--- src/rtl/sertx_pkg.sv ---
package sertx_pkg;

    typedef enum logic [2:0] {
        SX_IDLE  = 3'd0,
        SX_START = 3'd1,
        SX_DATA  = 3'd2,
        SX_PAR   = 3'd3,
        SX_STOP  = 3'd4
    } sx_state_e;

endpackage

--- src/rtl/sertx_fmt_decode.sv ---
module sertx_fmt_decode #(
    parameter int DATA_W = 8,
    parameter int OVS    = 16,
    parameter int IDX_W  = $clog2(DATA_W) + 1,
    parameter int CNT_W  = $clog2(2 * OVS) + 1
) (
    input  logic [1:0]        len_code,
    input  logic              long_stop,
    input  logic              par_on,
    input  logic              par_even,
    input  logic              par_const,
    input  logic [DATA_W-1:0] data,
    output logic [IDX_W-1:0]  nbits,
    output logic              par_en,
    output logic              par_bit,
    output logic [CNT_W-1:0]  stop_ticks
);
    localparam int MIN_BITS = DATA_W - 3;

    logic [DATA_W-1:0] masked;

    assign nbits = IDX_W'(MIN_BITS) + IDX_W'(len_code);

    for (genvar i = 0; i < DATA_W; i++) begin : g_mask
        assign masked[i] = data[i] & (IDX_W'(i) < nbits);
    end

    always_comb begin
        logic ones_odd;
        ones_odd = ^masked;
        par_en   = par_on;
        if (par_const) begin
            par_bit = ~par_even;
        end else begin
            par_bit = par_even ? ones_odd : ~ones_odd;
        end
        if (!long_stop) begin
            stop_ticks = CNT_W'(OVS);
        end else if (len_code == 2'b00) begin
            stop_ticks = CNT_W'(OVS + OVS / 2);
        end else begin
            stop_ticks = CNT_W'(2 * OVS);
        end
    end

endmodule

--- src/rtl/sertx_serializer.sv ---
module sertx_serializer
    import sertx_pkg::*;
#(
    parameter int DATA_W = 8,
    parameter int OVS    = 16,
    parameter int IDX_W  = $clog2(DATA_W) + 1,
    parameter int CNT_W  = $clog2(2 * OVS) + 1
) (
    input  logic              clk,
    input  logic              rst_n,
    input  logic              tick,
    input  logic              load,
    input  logic [DATA_W-1:0] load_data,
    input  logic [IDX_W-1:0]  load_nbits,
    input  logic              load_par_en,
    input  logic              load_par_bit,
    input  logic [CNT_W-1:0]  load_stop_ticks,
    output logic              line,
    output logic              busy
);
    typedef struct packed {
        sx_state_e         state;
        logic [CNT_W-1:0]  cnt;
        logic [IDX_W-1:0]  idx;
        logic [DATA_W-1:0] sh;
        logic [IDX_W-1:0]  nbits;
        logic              par_en;
        logic              par_bit;
        logic [CNT_W-1:0]  stop_ticks;
    } ser_reg_t;

    ser_reg_t r_q, r_d;

    always_comb begin
        logic last;
        r_d  = r_q;
        last = 1'b0;
        if (load && r_q.state == SX_IDLE) begin
            r_d.state      = SX_START;
            r_d.cnt        = '0;
            r_d.idx        = '0;
            r_d.sh         = load_data;
            r_d.nbits      = load_nbits;
            r_d.par_en     = load_par_en;
            r_d.par_bit    = load_par_bit;
            r_d.stop_ticks = load_stop_ticks;
        end else if (tick && r_q.state != SX_IDLE) begin
            if (r_q.state == SX_STOP) begin
                last = (r_q.cnt == r_q.stop_ticks - CNT_W'(1));
            end else begin
                last = (r_q.cnt == CNT_W'(OVS - 1));
            end
            if (!last) begin
                r_d.cnt = r_q.cnt + CNT_W'(1);
            end else begin
                r_d.cnt = '0;
                case (r_q.state)
                    SX_START: r_d.state = SX_DATA;
                    SX_DATA: begin
                        r_d.sh = r_q.sh >> 1;
                        if (r_q.idx == r_q.nbits - IDX_W'(1)) begin
                            r_d.state = r_q.par_en ? SX_PAR : SX_STOP;
                        end else begin
                            r_d.idx = r_q.idx + IDX_W'(1);
                        end
                    end
                    SX_PAR:  r_d.state = SX_STOP;
                    default: r_d.state = SX_IDLE;
                endcase
            end
        end
    end

    always_ff @(posedge clk or negedge rst_n) begin
        if (!rst_n) begin
            r_q <= '{state: SX_IDLE, default: '0};
        end else begin
            r_q <= r_d;
        end
    end

    always_comb begin
        case (r_q.state)
            SX_START: line = 1'b0;
            SX_DATA:  line = r_q.sh[0];
            SX_PAR:   line = r_q.par_bit;
            default:  line = 1'b1;
        endcase
    end

    assign busy = (r_q.state != SX_IDLE);

    AST_START_IS_SPACE: assert property (@(posedge clk) disable iff (!rst_n)
        (busy && !$past(busy)) |-> !line);

    AST_DATA_INDEX_RANGE: assert property (@(posedge clk) disable iff (!rst_n)
        (r_q.state == SX_DATA) |-> (r_q.idx < r_q.nbits));

    AST_STOP_COUNT_RANGE: assert property (@(posedge clk) disable iff (!rst_n)
        (r_q.state == SX_STOP) |-> (r_q.cnt < r_q.stop_ticks));

endmodule

--- src/rtl/serial_tx_core.sv ---
module serial_tx_core #(
    parameter int DATA_W = 8,
    parameter int OVS    = 16
) (
    input  logic              clk,
    input  logic              rst_n,
    input  logic              wr_en,
    input  logic [DATA_W-1:0] wr_data,
    input  logic              baud_x16,
    input  logic [6:0]        line_ctrl,
    output logic              txd,
    output logic              hold_empty,
    output logic              shift_empty
);
    localparam int IDX_W = $clog2(DATA_W) + 1;
    localparam int CNT_W = $clog2(2 * OVS) + 1;

    typedef struct packed {
        logic [DATA_W-1:0] data;
        logic              full;
    } hold_reg_t;

    hold_reg_t h_q, h_d;

    logic             ser_busy;
    logic             ser_line;
    logic             xfer;
    logic [IDX_W-1:0] dec_nbits;
    logic             dec_par_en;
    logic             dec_par_bit;
    logic [CNT_W-1:0] dec_stop_ticks;

    assign xfer = h_q.full && !ser_busy;

    always_comb begin
        h_d = h_q;
        if (wr_en) begin
            h_d.data = wr_data;
            h_d.full = 1'b1;
        end else if (xfer) begin
            h_d.full = 1'b0;
        end
    end

    always_ff @(posedge clk or negedge rst_n) begin
        if (!rst_n) begin
            h_q <= '0;
        end else begin
            h_q <= h_d;
        end
    end

    sertx_fmt_decode #(
        .DATA_W(DATA_W), .OVS(OVS), .IDX_W(IDX_W), .CNT_W(CNT_W)
    ) u_decode (
        .len_code   (line_ctrl[1:0]),
        .long_stop  (line_ctrl[2]),
        .par_on     (line_ctrl[3]),
        .par_even   (line_ctrl[4]),
        .par_const  (line_ctrl[5]),
        .data       (h_q.data),
        .nbits      (dec_nbits),
        .par_en     (dec_par_en),
        .par_bit    (dec_par_bit),
        .stop_ticks (dec_stop_ticks)
    );

    sertx_serializer #(
        .DATA_W(DATA_W), .OVS(OVS), .IDX_W(IDX_W), .CNT_W(CNT_W)
    ) u_ser (
        .clk             (clk),
        .rst_n           (rst_n),
        .tick            (baud_x16),
        .load            (xfer),
        .load_data       (h_q.data),
        .load_nbits      (dec_nbits),
        .load_par_en     (dec_par_en),
        .load_par_bit    (dec_par_bit),
        .load_stop_ticks (dec_stop_ticks),
        .line            (ser_line),
        .busy            (ser_busy)
    );

    assign txd         = ser_line & ~line_ctrl[6];
    assign hold_empty  = ~h_q.full;
    assign shift_empty = ~ser_busy;

    AST_WRITE_FILLS_HOLD: assert property (@(posedge clk) disable iff (!rst_n)
        wr_en |=> !hold_empty);

    AST_HOLD_FREE_MEANS_LOADED: assert property (@(posedge clk) disable iff (!rst_n)
        $rose(hold_empty) |-> !shift_empty);

    AST_IDLE_LINE_MARK: assert property (@(posedge clk) disable iff (!rst_n)
        (shift_empty && !line_ctrl[6]) |-> txd);

    AST_BREAK_SPACE: assert property (@(posedge clk) disable iff (!rst_n)
        line_ctrl[6] |-> !txd);

endmodule

--- config.mk ---
export PLATFORM = sky130hd
export DESIGN_NAME = serial_tx_core
export DESIGN_NICKNAME = d
export VERILOG_FILES = /design/src/rtl/sertx_pkg.sv /design/src/rtl/sertx_fmt_decode.sv /design/src/rtl/sertx_serializer.sv /design/src/rtl/serial_tx_core.sv
export SDC_FILE = /design/constraint.sdc
export NUM_CORES = 1
export LEC_CHECK = 0
export ABC_CLOCK_PERIOD_IN_PS = 4050
export BUFFER_PORTS_ARGS = -buffer_cell sky130_fd_sc_hd__buf_2
export CAP_MARGIN = 10
export CORE_MARGIN = 4
export CORE_UTILIZATION = 25
export DETAILED_ROUTE_END_ITERATION = 8
export MAX_ROUTING_LAYER = met4
export RECOVER_POWER = 25
export SETUP_SLACK_MARGIN = 0.15
export SYNTH_ARGS = -nofsm -noshare
export SYNTH_HDL_FRONTEND = slang
export SYNTH_SLANG_ARGS = --single-unit
--- constraint.sdc ---
create_clock -name clk -period 4.05 [get_ports clk]
set_input_delay 0.2025 -clock clk [delete_from_list [all_inputs] [get_ports clk]]
set_output_delay 0.2025 -clock clk [all_outputs]
set_load 0.01 [all_outputs]
==> results.txt <==
status: complete, but fails checks
failing checks: capacitance limit, slew limit
Post-synth ARST share: 1.00
Mapped Nets: 260
CP endpoint kind: flip-flop
Worst-path clk slew: 0.08 ns
Rel. slew slack: -0.396
I/O pin count: 22
hold crit path type: in -> reg
CTS Buf Count: 5
Max Transition Viols Final: 40
Core Region: 0.00872 sq mm
GPL Wtd Cong: 0.794
hold path cells: 2
initial antenna violation count: 0
CTS tree: done
All-Layer GR Usage: 0.102
commonest non-fill, non-tap cell in the layout: dfrtp_1
largest net degree at the start of global routing: 40
Design Power: 0.00148 W
cell area after synthesis: 0.00224 sq mm
most frequent cells in the layout: dfrtp_1, nand2_1, buf_2
routed wire length: 4780 microns
fin crit period: 2.47 ns
syn avg cell area: 9.57 sq um
area grow syn2layout: 12.6%
Worst Path Arrival: 2.68 ns
Crit. Startpoint: u_ser.r_q[3]
Starting Density: 0.257
max-cap violations: 1
clk_lat worst skew: 0.29 ns
Power Density: 587 mW/mm^2
Starting DRT DRC Count: 129
vias in the first global route: 1719
Leak: 1.10 nW
Final Hold Viols: 0
area of placed instances: 0.00240 sq mm
WS Path Type: reg -> reg
register bit total from synthesis: 39
Synth Instances: 234
per-cell routed wire length: 13.4 microns
fillers: 913
Die Ht: 103 microns
global route overflow: 0
Simple-Gate Fraction of Synth Area: 0.182
Max VDD drop: 0.187 mV
share of cells above drive strength 1: 0.185
1st-pass router iterations: 4
Synth cell types: 45
first-pass GRT wire length: 8340 microns
post-synthesis adder-cell area fraction: 0.0391
die area: 0.0105 sq mm
maximum fanout along the worst path: 12
FF-to-FF End: u_ser.r_q[23]
post-route ant nets: 0
hold path start: wr_data[3]
Final #Nets: 273
clock root cell: clkbuf_8
worst r2r src: u_ser.r_q[3]
r2r setup slk: 1.58 ns
final setup vio count: 0
post-route design area: 0.00252 sq mm
Worst Tran Pin Value: 2.09 ns
port buffer count: 21
vias post-DR: 1771
CTS resizes: 0
mux share of post-synthesis cell area: 0.0721
sequential share of the synthesized area: 0.436
Synth Area in Compound Gates: 0.154
worst hold path endpoint: h_q[4]
row count: 34
Post-Synth XOR/XNOR Area: 0.0626
Reg2Reg Depth: 7
Post-synth EDFFs: 0
Tcrit/Tclk final: 0.610
Setup Buffers After CTS: 0
Fmax: 405 MHz
startpoint type of the worst setup path: flip-flop
unrepaired setup endpoints after global routing: false
ys flop type: dfrtp_1
largest family of logic cells by synthesized area: simple AND/OR/NAND/NOR gates
Longest Clk Path Bufs: 2
Clock Skew: 0.00491 ns
Setup TNS Final: 0 ns
Finished Core Util: 0.289
Ant. Diodes: 0
Post-route DRC: 0
Clock Sink Count: 39
DP Wirelength: 3350 microns
Yosys warning total: 0
CP Data Required Time: 4.26 ns
via/cell ratio: 4.97
H-tree depth: 2
Hold-fix buffers, CTS: 0
Die X: 103 microns
==> routing by layer <==
metal / up-vias / track usage / wire [microns]
met3: 6 / 0.0223 / 166
met1: 871 / 0.137 / 2330
li1: 861 / - / -
met4: 0 / 0.0262 / 30
met5: - / - / 0
met2: 33 / 0.157 / 2250
==> cells by family (layout without fill, tap and decap cells) <==
kind of cell    after synthesis  after routing
xor+xnor                     16             16
flops                        39             39
simple gates                 80             80
mux                          15             15
fa+ha+maj                     7              7
buf+inv                      25             39
compound gates               52             52
==> worst max path at each step <==
stage | endpoint | slack [ns] | cells after the start
after floorplan | u_ser.r_q[15] | 2.02 | 8
after global placement | u_ser.r_q[4] | 1.63 | 5
after detailed placement | u_ser.r_q[4] | 1.60 | 5
after CTS | u_ser.r_q[4] | 1.56 | 5
after global routing | u_ser.r_q[18] | 1.42 | 6
final | u_ser.r_q[23] | 1.58 | 7
==> metrics by stage <==
step | worst slack [ns] | hold slack [ns] | std cells
6_report | 1.58 | 0.141 | 356
5_1_grt | 1.42 | 0.124 | 356
4_1_cts | 1.56 | 0.0625 | 356
3_5_place_dp | 1.60 | 0.382 | 348
3_3_place_gp | 1.63 | 0.380 | 348
2_1_floorplan | 2.02 | -0.0931 | 234
==> sequential cells by signal (all words and copies together) (netlist names) <==
register	cells
u_ser.r_q	30
h_q	9
==> worst max-delay path, stage by stage (launching register included) <==
cell and delay (ns):
dfrtp_1 0.35, inv_1 0.06, ha_1 0.28, nor4b_1 0.36, xnor2_1 0.17, nand4_1 0.45, nor4_1 0.48, mux2i_1 0.23
==> synthesized netlist by cell type, types with 2 or more instances <==
| master | number | share of area |
|---|---|---|
| xnor2_1 | 9 | 0.035 |
| inv_1 | 9 | 0.015 |
| o21ai_0 | 15 | 0.034 |
| a41oi_1 | 3 | 0.012 |
| nand2_1 | 25 | 0.042 |
| nand3_1 | 7 | 0.016 |
| mux2_2 | 9 | 0.045 |
| o31ai_1 | 9 | 0.030 |
| nor3_1 | 5 | 0.011 |
| nand4_1 | 7 | 0.020 |
| nor3b_1 | 2 | 0.0067 |
| nor4_1 | 2 | 0.0056 |
| nand2b_1 | 3 | 0.0084 |
| or2_2 | 3 | 0.0084 |
| xor2_1 | 7 | 0.027 |
| mux2i_1 | 6 | 0.027 |
| a21o_1 | 2 | 0.0067 |
| buf_6 | 3 | 0.015 |
| ha_1 | 7 | 0.039 |
| clkbuf_1 | 10 | 0.017 |
| nor4b_1 | 2 | 0.0078 |
| buf_2 | 2 | 0.0045 |
| a21oi_1 | 5 | 0.011 |
| or3_1 | 2 | 0.0056 |
| a31oi_1 | 6 | 0.017 |
| nor2_1 | 14 | 0.023 |
| a31o_2 | 3 | 0.012 |
| dfrtp_1 | 39 | 0.44 |
| a211oi_1 | 2 | 0.0067 |
==> power by group <==
| group | leakage (nW) | switching (W) | internal [W] |
|---|---|---|---|
| clock | 0.0612 | 0.000138 | 0.000199 |
| sequential | 0.469 | 0.000127 | 0.000524 |
| combinational | 0.567 | 0.000264 | 0.000228 |
| total | 1.10 | 0.000529 | 0.000951 |
==> final cells by class <==
cell class / instances / area [sq um] / area share
Sequential cell: 39 / 976 / 0.387
Tap cell: 108 / 135 / 0.0536
Clock inverter: 2 / 35.0 / 0.0139
Clock buffer: 6 / 82.6 / 0.0328
Multi-Input combinational cell: 170 / 1150 / 0.455
Timing Repair Buffer: 22 / 111 / 0.0442
Inverter: 9 / 33.8 / 0.0134
No activity file was read; power rests on OpenSTA's default activity.
